$ cat config.mk
export PLATFORM = sky130hd
export DESIGN_NAME = tx_ring_engine
export DESIGN_NICKNAME = d
export VERILOG_FILES = /design/src/rtl/tx_ring_engine.sv
export SDC_FILE = /design/constraint.sdc
export NUM_CORES = 2
export LEC_CHECK = 0
export BUFFER_PORTS_ARGS = -buffer_cell sky130_fd_sc_hd__buf_2
export CAP_MARGIN = 40
export CORE_MARGIN = 2
export CORE_UTILIZATION = 65
export DETAILED_ROUTE_END_ITERATION = 8
export GPL_TIMING_DRIVEN = 0
export HOLD_SLACK_MARGIN = 0.02
export PLACE_DENSITY = 0.91
export SKIP_LAST_GASP = 1
export SYNTH_ARGS = -nofsm -noshare
export SYNTH_HDL_FRONTEND = slang
export SYNTH_SLANG_ARGS = --single-unit
$ cat constraint.sdc
create_clock -name clk -period 6.8 [get_ports clk]
set_input_delay 0.34 -clock clk [delete_from_list [all_inputs] [get_ports clk]]
set_output_delay 0.34 -clock clk [all_outputs]
set_load 0.03 [all_outputs]
$ cat src/rtl/tx_ring_engine.sv
module tx_ring_engine #(
  parameter int DEPTH = 16,
  parameter int AW    = 8,
  parameter int PTR_W = 32,
  parameter int LEN_W = 16,
  parameter int ERR_W = 6
) (
  input  logic             clk,
  input  logic             rst_n,
  input  logic             cfg_we,
  input  logic [AW-1:0]    cfg_addr,
  input  logic [31:0]      cfg_wdata,
  output logic [31:0]      cfg_rdata,
  output logic             snd_req,
  output logic [LEN_W-1:0] snd_len,
  output logic [PTR_W-1:0] snd_ptr,
  input  logic             snd_done,
  input  logic [ERR_W-1:0] snd_err,
  output logic             irq
);
  localparam int IW     = $clog2(DEPTH);
  localparam int B_RDY  = 15;
  localparam int B_WRAP = 13;
  localparam int B_LAST = 11;
  localparam int EV_BUF = 26;
  localparam int EV_FRM = 27;

  typedef enum logic [1:0] {S_IDLE, S_CHECK, S_WAIT} state_t;

  logic [15:0]      st_mem  [DEPTH];
  logic [LEN_W-1:0] len_mem [DEPTH];
  logic [PTR_W-1:0] ptr_mem [DEPTH];

  logic [1:0]    ctl_q;
  logic          ev_buf, ev_frm;
  logic [1:0]    mask_q;
  logic [IW-1:0] start_q, pos_q;
  logic          pend_q;
  state_t        state;

  wire          in_rst  = ctl_q[0];
  wire          run     = ctl_q[1] & ~ctl_q[0];
  wire          wr_desc = cfg_we & cfg_addr[AW-1];
  wire          wr_reg  = cfg_we & ~cfg_addr[AW-1];
  wire [IW-1:0] widx    = cfg_addr[IW:1];
  wire          wsel    = cfg_addr[0];
  wire          kick    = wr_reg & (cfg_addr[2:0] == 3'd4);
  wire          wb      = (state == S_WAIT) & snd_done;
  wire [15:0]   cur_st  = st_mem[pos_q];
  wire [15:0]   wb_word = {1'b0, cur_st[14:ERR_W], snd_err};
  wire [IW-1:0] pos_inc = (pos_q == IW'(DEPTH-1)) ? '0 : pos_q + 1'b1;

  assign snd_req = (state == S_WAIT);
  assign snd_len = len_mem[pos_q];
  assign snd_ptr = ptr_mem[pos_q];
  assign irq     = |({ev_frm, ev_buf} & mask_q);

  always_ff @(posedge clk or negedge rst_n) begin
    if (!rst_n) begin
      for (int i = 0; i < DEPTH; i++) begin
        st_mem[i]  <= '0;
        len_mem[i] <= '0;
        ptr_mem[i] <= '0;
      end
    end else begin
      if (wr_desc && !wsel) begin
        st_mem[widx]  <= cfg_wdata[31:16];
        len_mem[widx] <= cfg_wdata[LEN_W-1:0];
      end
      if (wr_desc && wsel) ptr_mem[widx] <= cfg_wdata[PTR_W-1:0];
      if (wb) st_mem[pos_q] <= wb_word;
    end
  end

  always_ff @(posedge clk or negedge rst_n) begin
    if (!rst_n) begin
      ctl_q   <= '0;
      mask_q  <= '0;
      start_q <= '0;
      ev_buf  <= 1'b0;
      ev_frm  <= 1'b0;
    end else begin
      if (wr_reg && cfg_addr[2:0] == 3'd0) ctl_q <= cfg_wdata[1:0];
      if (wr_reg && cfg_addr[2:0] == 3'd2) mask_q <= cfg_wdata[EV_FRM:EV_BUF];
      if (wr_reg && cfg_addr[2:0] == 3'd3 && in_rst) start_q <= cfg_wdata[IW-1:0];
      if (wb) ev_buf <= 1'b1;
      else if (wr_reg && cfg_addr[2:0] == 3'd1 && cfg_wdata[EV_BUF]) ev_buf <= 1'b0;
      if (wb && cur_st[B_LAST]) ev_frm <= 1'b1;
      else if (wr_reg && cfg_addr[2:0] == 3'd1 && cfg_wdata[EV_FRM]) ev_frm <= 1'b0;
    end
  end

  always_ff @(posedge clk or negedge rst_n) begin
    if (!rst_n) begin
      state  <= S_IDLE;
      pos_q  <= '0;
      pend_q <= 1'b0;
    end else if (in_rst) begin
      state  <= S_IDLE;
      pos_q  <= start_q;
      pend_q <= 1'b0;
    end else begin
      case (state)
        S_IDLE: begin
          if (run && pend_q) begin
            pend_q <= kick;
            state  <= S_CHECK;
          end else begin
            pend_q <= pend_q | kick;
          end
        end
        S_CHECK: begin
          if (!run) begin
            pend_q <= 1'b1;
            state  <= S_IDLE;
          end else begin
            pend_q <= pend_q | kick;
            state  <= cur_st[B_RDY] ? S_WAIT : S_IDLE;
          end
        end
        default: begin
          pend_q <= pend_q | kick;
          if (snd_done) begin
            pos_q <= cur_st[B_WRAP] ? start_q : pos_inc;
            state <= S_CHECK;
          end
        end
      endcase
    end
  end

  always_comb begin
    cfg_rdata = '0;
    if (cfg_addr[AW-1]) begin
      if (wsel) cfg_rdata[PTR_W-1:0] = ptr_mem[widx];
      else      cfg_rdata = {st_mem[widx], len_mem[widx]};
    end else begin
      case (cfg_addr[2:0])
        3'd0: cfg_rdata[1:0] = ctl_q;
        3'd1: cfg_rdata[EV_FRM:EV_BUF] = {ev_frm, ev_buf};
        3'd2: cfg_rdata[EV_FRM:EV_BUF] = mask_q;
        3'd3: cfg_rdata[IW-1:0] = start_q;
        default: cfg_rdata = '0;
      endcase
    end
  end


  req_hold_chk: assert property (@(posedge clk) disable iff (!rst_n || in_rst)
    (snd_req && !snd_done) |=> (snd_req && $stable(snd_ptr) && $stable(snd_len)));


  rst_quiet_chk: assert property (@(posedge clk) disable iff (!rst_n)
    in_rst |=> !snd_req);


  buf_event_chk: assert property (@(posedge clk) disable iff (!rst_n)
    (snd_req && snd_done) |=> ev_buf);


  wrap_base_chk: assert property (@(posedge clk) disable iff (!rst_n)
    (wb && cur_st[B_WRAP] && !in_rst) |=> (pos_q == start_q));


  pos_hold_chk: assert property (@(posedge clk) disable iff (!rst_n)
    (!wb && !in_rst) |=> $stable(pos_q));
endmodule

**Word-level counts from Yosys, hierarchy flattened**

Index checks and enable logic that the tools add are counted.

- $add $sub $neg: 1
- Magnitude comparators: 4
- Mux-type cells: 54
- Eq/ne operators: 9
- Bitwise operators: 11
- Reductions and logical operators: 24

Operator list:

| operator | count |
|---|---|
| 256-bit bitwise mux | 3 |
| 512-bit bitwise mux | 1 |
| 256-bit 2-to-1 mux | 2 |
| 16-bit binary-select mux with 4-bit select | 4 |
| 32-bit binary-select mux with 4-bit select | 2 |
| 32-bit 2-to-1 mux | 7 |
| 16-bit 2-to-1 mux | 10 |
| 16-bit demux with 4-bit select | 2 |
| 32-bit demux with 4-bit select | 1 |
| 4-bit 2-to-1 mux | 5 |
| 1-bit logical AND | 13 |
| 2-bit 2-to-1 mux | 6 |
| 2-bit case mux with 2 select lines | 3 |
| 5-bit greater-or-equal comparator, second input constant | 2 |
| 5-bit by 1-bit less-than comparator with 1-bit output, second input constant | 2 |
| 4-bit NOT with 5-bit output | 2 |
| 1-bit 2-to-1 mux | 7 |
| 3-bit by 2-bit == test with 1-bit output, second input constant | 2 |
| 2-bit nonzero test | 3 |
| 1-bit bitwise AND | 5 |
| 4-bit by 1-bit adder with 4-bit output, second input constant | 1 |
| 4-bit == test, second input constant | 1 |
| 2-bit AND reduction | 2 |
| 4-bit nonzero test | 1 |
| 14 further kinds | 16 |

- Output and inout bits: 82
- Word-level logic and storage cells: 159
- Flip-flop bits (word level): 1041

**Longest topological paths before layout**

- Depth in word-level cells: 9
- Mapped depth: 11

**Least setup slack after synthesis**

Ideal clock, no wire load.

- Kind: in2out
- From: input port cfg_addr[2]
- To: output port cfg_rdata[14]
- Required time: 6460 ps
- Arrival: 2385 ps
- Stages on the path: 9
- Path buffers: 6
- Setup slack: 4075 ps
- Cell sequence: buf_4 buf_6 buf_6 buf_4 buf_4 buf_2 mux4_2 mux2i_1 a211oi_1

- Cells in the longest elaborated chain, start to end: 6
- Elaborated cells between the ends (all ways): 9
- Those cells by class: 8 x mux; 1 x bitwise

Ends and longest elaborated chain:

| element | line | RTL |
|---|---|---|
| from (decl) | 11 | `input logic [AW-1:0] cfg_addr,` |
| 4-bit NOT with 5-bit output (implied by the code) * | 135, 136 |  |
| 16-bit binary-select mux with 4-bit select or 32-bit binary-select mux with 4-bit select (tied branches) | 136, 135 |  |
| 16-bit 2-to-1 mux (implied by the code) or 32-bit 2-to-1 mux (tied branches) (2 in series) | 136, 135 |  |
| 32-bit 2-to-1 mux * | 135 | `if (wsel) cfg_rdata[PTR_W-1:0] = ptr_mem[widx];` |
| 32-bit 2-to-1 mux * | 134 | `if (cfg_addr[AW-1]) begin` |
| to (decl) | 13 | `output logic [31:0] cfg_rdata,` |

Mark *: on every way between the ends. The rest lies on a longest branch, timed or not. The select of a mux whose other input is x is not followed.

**Worst setup path after layout**

- From: register pos_q[1]
- To: output port snd_ptr[13]

- Cells in the longest elaborated chain, start to end: 4

Ends and longest elaborated chain:

| element | line | RTL |
|---|---|---|
| from (decl) | 37 | `logic [IW-1:0] start_q, pos_q;` |
| from (signal assigned) | 100 | `pos_q <= start_q;` |
| from (signal assigned) | 124 | `pos_q <= cur_st[B_WRAP] ? start_q : pos_inc;` |
| 4-bit NOT with 5-bit output (implied by the code) | 55 | `assign snd_ptr = ptr_mem[pos_q];` |
| 32-bit binary-select mux with 4-bit select | 55 |  |
| 32-bit 2-to-1 mux (implied by the code) (2 in series) | 55 |  |
| to (decl) | 16 | `output logic [PTR_W-1:0] snd_ptr,` |

No other way between the ends. The select of a mux whose other input is x is not followed.

==> results by stage <==
Status:
- The run finished with clean final reports.

Timing:
- The number of max-slew violations in the final report came to 0.
- On the final layout, the worst clock skew is 0.0229 ns.
- The number of failing hold endpoints at the final stage came to 0.
- The transition time at the pin with the least slew margin is 1.12 ns.
- Based on the critical path, the design can be clocked at up to 0.210 GHz.
- The clock period minus final worst setup slack is 4.76 ns.
- Setup repair after global routing left no endpoint under its margin.
- The total setup violations reported at the end of the flow is 0.
- Summed over all failing endpoints, the final setup total negative slack is 0 ns.
- Headroom to the max-slew limit came out at 0.250.
- Of the available clock period, the critical path in the final layout requires 0.701.

Route:
- Before antenna repair, the detailed router went through 9 iterations.
- The number of vias after detailed routing is 43700.
- In the final routed layout, each cell accounts on average for 40.6 µm.
- The count of nets left with antenna violations once routing finished came out at 0.
- The via-per-instance ratio is 7.93.
- For this run, design rule violations remaining after detail routing come to 0.
- The number of design-rule violations left by the first detailed-router iteration is 7317.
- The routed design has 224000 µm of wire.

Power:
- The share of total power dissipated in combinational logic is 0.289.
- In this run the power spent charging and discharging nets is 6.64 mW.
- The share of total power dissipated in sequential elements is 0.394.
- The fraction of power spent switching nets is 0.336.
- The total internal power is 13.1 mW.
- The portion of total power attributed to the clock network is 0.317.
- The cell leakage power is 28.0 nW.
- Across the VDD grid, the largest voltage drop is 0.322 mV.
- The power density over the cells is 309 nW/µm².

Logic synthesis:
- The number of enable flip-flop cells after synthesis is 0.
- Counting flops and latches in the post-synthesis netlist gives 1041.
- In the synthesized netlist, the number of instances is 3967.
- The share of synthesized registers carrying an async set or reset is 1.00.
- The most repeated cell in the gate-level netlist after synthesis is sky130_fd_sc_hd__dfrtp_1.
- The share of synthesized area in the top cell type comes to 0.455.
- Of the synthesized area, sequential elements account for 0.455.
- Sorting the synthesized cells by area gives the leading types as sky130_fd_sc_hd__dfrtp_1, sky130_fd_sc_hd__mux4_2, sky130_fd_sc_hd__mux2_2.
- The commonest cells after synthesis are sky130_fd_sc_hd__dfrtp_1, sky130_fd_sc_hd__mux2_2, sky130_fd_sc_hd__mux4_2.
- Yosys printed 0 warnings.
- The post-synthesis average cell area is 14.4 µm².
- The number of nets handed over by synthesis was 4021.
- The post-synthesis instance area is 57200 µm².
- Among all flip-flop cells after synthesis, the most frequent one is sky130_fd_sc_hd__dfrtp_1.
- Synthesis instantiated 59 different standard cells from the library.
- The cell accounting for the most synthesized area is sky130_fd_sc_hd__dfrtp_1.

GRT:
- The met1 track demand over resource is 0.600.
- The number of antenna violations at the first check in global routing is 12.
- The most used routing layer is met2.
- The number of global-route vias before repair is 43700.
- For met3 alone, demand over resource in global routing was 0.238.
- For this run, global-route usage on met2 was measured as 0.701.
- The global-route usage over all layers is 0.501.
- Global routing finished with a remaining overflow of 0.
- The maximum number of pins on one net before global-route repair is 166.
- The global-route wire length before repair is 316000 µm.

Die:
- The chip height is 301 µm.
- The I/O pin count is 132.
- The die covers 90400 µm².
- The initial cell density of the core is 0.657.
- The core outline area is 87000 µm².
- The floorplan step set the die width to 301 µm.
- The row count is 108.

Critical path:
- The cell depth of the worst flop-to-flop path is 10.
- The required time of the critical path is 6.46 ns.
- Along the worst path, the maximum fanout reaches 10.
- The endpoint identified for the worst register-to-register timing path is st_mem[169].
- The signal on the critical path passes through buf_4, buf_2, clkbuf_1, clkbuf_1, mux4_2, mux4_2, buf_2.
- On the worst path, the slowest cell contributes a delay of 0.81 ns.
- The reg2reg setup slack is 2.40 ns.
- The launching instance or port of the critical path is pos_q[1].
- In this run the critical register-to-register path is launched from pos_q[1].
- The capturing element of the worst setup path is snd_ptr[13].
- At the worst endpoint, the arrival time is 4.42 ns.
- The worst setup path is captured at an output pin.
- The worst setup path category is reg2out.
- The total stage count of the critical path is 7.
- On the critical path the largest part of the delay comes from buffers and inverters.
- The worst-path cell with the longest stage delay is sky130_fd_sc_hd__clkbuf_1.
- The buffers plus inverters on the worst setup path is 5.
- The category of the worst setup path launch point is a flop.

Finish:
- The cell area after layout is 63800 µm².
- The share of layout cells above drive strength 1 is 0.441.
- The area growth from synthesis to layout is 11.6%.
- The net count of the finished layout is 4318.

Placed design:
- The area after detailed placement is 59800 µm².
- The total half-perimeter wirelength after legalization and detailed placement is 154000 µm.
- At the end of routability-driven placement, the weighted congestion stood at 1.08.
- Input and output buffers added on the ports amount to 119.

CTS:
- The total clock buffers created by CTS is 108.
- The clock latency at the later pin of the worst-skew pair is 0.75 ns.
- The H-tree was split into 3 levels.
- In this run, post-CTS repair resized a total of 0 instances.
- The post-CTS clock slew at the launch and capture registers of the worst setup and hold paths is 0.06 ns.
- The root buffer cell is sky130_fd_sc_hd__clkbuf_16.
- The number of sinks handled by clock tree synthesis is 1041.
- The clock passes through at most 3 buffers.
- The TritonCTS clock tree is done.

Flow run:
- The max capacitance violation total is 0.

Hold path:
- The startpoint of the most critical hold path is snd_err[3].
- The worst min-delay path category is in2reg.
==> worst register-to-register path, cell delays in order, from the launching register on <==
cell,delay (ns)
sky130_fd_sc_hd__dfrtp_1,0.38
sky130_fd_sc_hd__buf_4,0.26
sky130_fd_sc_hd__buf_2,0.42
sky130_fd_sc_hd__buf_2,0.61
sky130_fd_sc_hd__buf_1,0.69
sky130_fd_sc_hd__inv_1,0.16
sky130_fd_sc_hd__ha_1,0.29
sky130_fd_sc_hd__nand3_1,0.61
sky130_fd_sc_hd__clkbuf_1,0.64
sky130_fd_sc_hd__nor2_1,0.11
sky130_fd_sc_hd__a21oi_1,0.14
==> cell families after synthesis <==
| logic type | synth area share |
|---|---|
| and+or+nand+nor | 0.0341 |
| AOI/OAI and AO/OA | 0.0408 |
| DFF | 0.455 |
| muxes | 0.429 |
| buffers and inverters | 0.0400 |
| adders and majority gates | 0.000875 |
==> cell type report <==
type                       count  area [µm²]
multi-input combinational   2489       28900
sequential                  1041       26100
fill                        5312       23200
clock buffer                 152        3160
buffer                       432        2270
timing repair buffer         187        1490
tap                         1155        1450
clock inverter                42         494
antenna                       10        25.0
inverter                       5        18.8
==> worst min path at each step <==
stage	to	slack, ns	depth (start not counted)
global placement	ev_buf	0.50	1
floorplan	ctl_q[0]	0.04	0
detailed placement	st_mem[41]	0.19	1
global route	st_mem[7]	0.05	3
CTS	st_mem[9]	0.02	3
finish	st_mem[51]	0.01	3
==> stage by stage <==
| stage | total power, mW | hold slack (ns) | utilization | worst slack, ns | cells |
|---|---|---|---|---|---|
| 2_1_floorplan | 11.2 | 0.0444 | - | 4.08 | 3967 |
| 3_3_place_gp | 12.9 | 0.497 | 0.681 | -17.07 | 5241 |
| 3_5_place_dp | 13.2 | 0.194 | 0.687 | 2.66 | 5278 |
| 4_1_cts | 19.3 | 0.0243 | 0.732 | 2.17 | 5491 |
| 5_1_grt | 20.0 | 0.0473 | 0.733 | 2.11 | 5504 |
| 6_report | 19.7 | 0.0131 | 0.733 | 2.04 | 5513 |
==> placed cells by master (no fill, tap or decap), types with 10 or more instances in the layout <==
| cell | netlist | layout |
|---|---|---|
| sky130_fd_sc_hd__buf_2 | 118 | 237 |
| sky130_fd_sc_hd__a211oi_1 | 37 | 37 |
| sky130_fd_sc_hd__buf_8 | 1 | 16 |
| sky130_fd_sc_hd__mux4_2 | 532 | 532 |
| sky130_fd_sc_hd__clkbuf_8 | 3 | 30 |
| sky130_fd_sc_hd__mux2_2 | 798 | 798 |
| sky130_fd_sc_hd__o21ai_0 | 57 | 57 |
| sky130_fd_sc_hd__dlygate4sd3_1 | 0 | 19 |
| sky130_fd_sc_hd__buf_4 | 74 | 80 |
| sky130_fd_sc_hd__a21oi_1 | 156 | 156 |
| sky130_fd_sc_hd__o22ai_1 | 18 | 18 |
| sky130_fd_sc_hd__buf_1 | 20 | 20 |
| sky130_fd_sc_hd__buf_6 | 24 | 43 |
| sky130_fd_sc_hd__nand2_1 | 148 | 148 |
| sky130_fd_sc_hd__o21ai_1 | 65 | 65 |
| sky130_fd_sc_hd__nor2_1 | 161 | 161 |
| sky130_fd_sc_hd__dfrtp_1 | 1041 | 1041 |
| sky130_fd_sc_hd__clkbuf_16 | 0 | 109 |
| sky130_fd_sc_hd__nand3_1 | 15 | 15 |
| sky130_fd_sc_hd__nand2b_1 | 12 | 12 |
| sky130_fd_sc_hd__mux2i_1 | 309 | 309 |
| sky130_fd_sc_hd__o211a_1 | 11 | 11 |
| sky130_fd_sc_hd__diode_2 | 0 | 10 |
| sky130_fd_sc_hd__clkinv_2 | 0 | 24 |
| sky130_fd_sc_hd__nor2b_1 | 42 | 42 |
| sky130_fd_sc_hd__mux4_1 | 17 | 17 |
| sky130_fd_sc_hd__clkbuf_1 | 191 | 207 |
| sky130_fd_sc_hd__a211o_1 | 11 | 11 |
==> power by group through the flow <==
stage | Combinational (mW) | Sequential, mW | Clock [mW]
global route | 5.78 | 7.82 | 6.45
floorplan | 3.65 | 7.52 | 0
finish | 5.70 | 7.77 | 6.26
CTS | 5.46 | 7.70 | 6.17
global placement | 5.19 | 7.70 | 0
detailed placement | 5.40 | 7.77 | 0
==> layer usage <==
layer / part of all wire / routed length (µm)
met5: 0.00030 / 66
met4: 0.10 / 23300
met2: 0.42 / 93900
met3: 0.16 / 35800
met1: 0.32 / 70600
==> flip-flops by register name (all words and copies together), names as in the netlist <==
register,cells
ctl_q,2
ev_buf,1
ptr_mem,512
st_mem,256
pos_q,4
pend_q,1
len_mem,256
state,2
start_q,4
mask_q,2
ev_frm,1
==> what timing repair did <==
action,4_1_cts,5_1_grt
hold buffers,19,0
buffers inserted,0,0
endpoints found under the hold margin,338,0
Note: power is estimated with default switching activity, not from simulation.
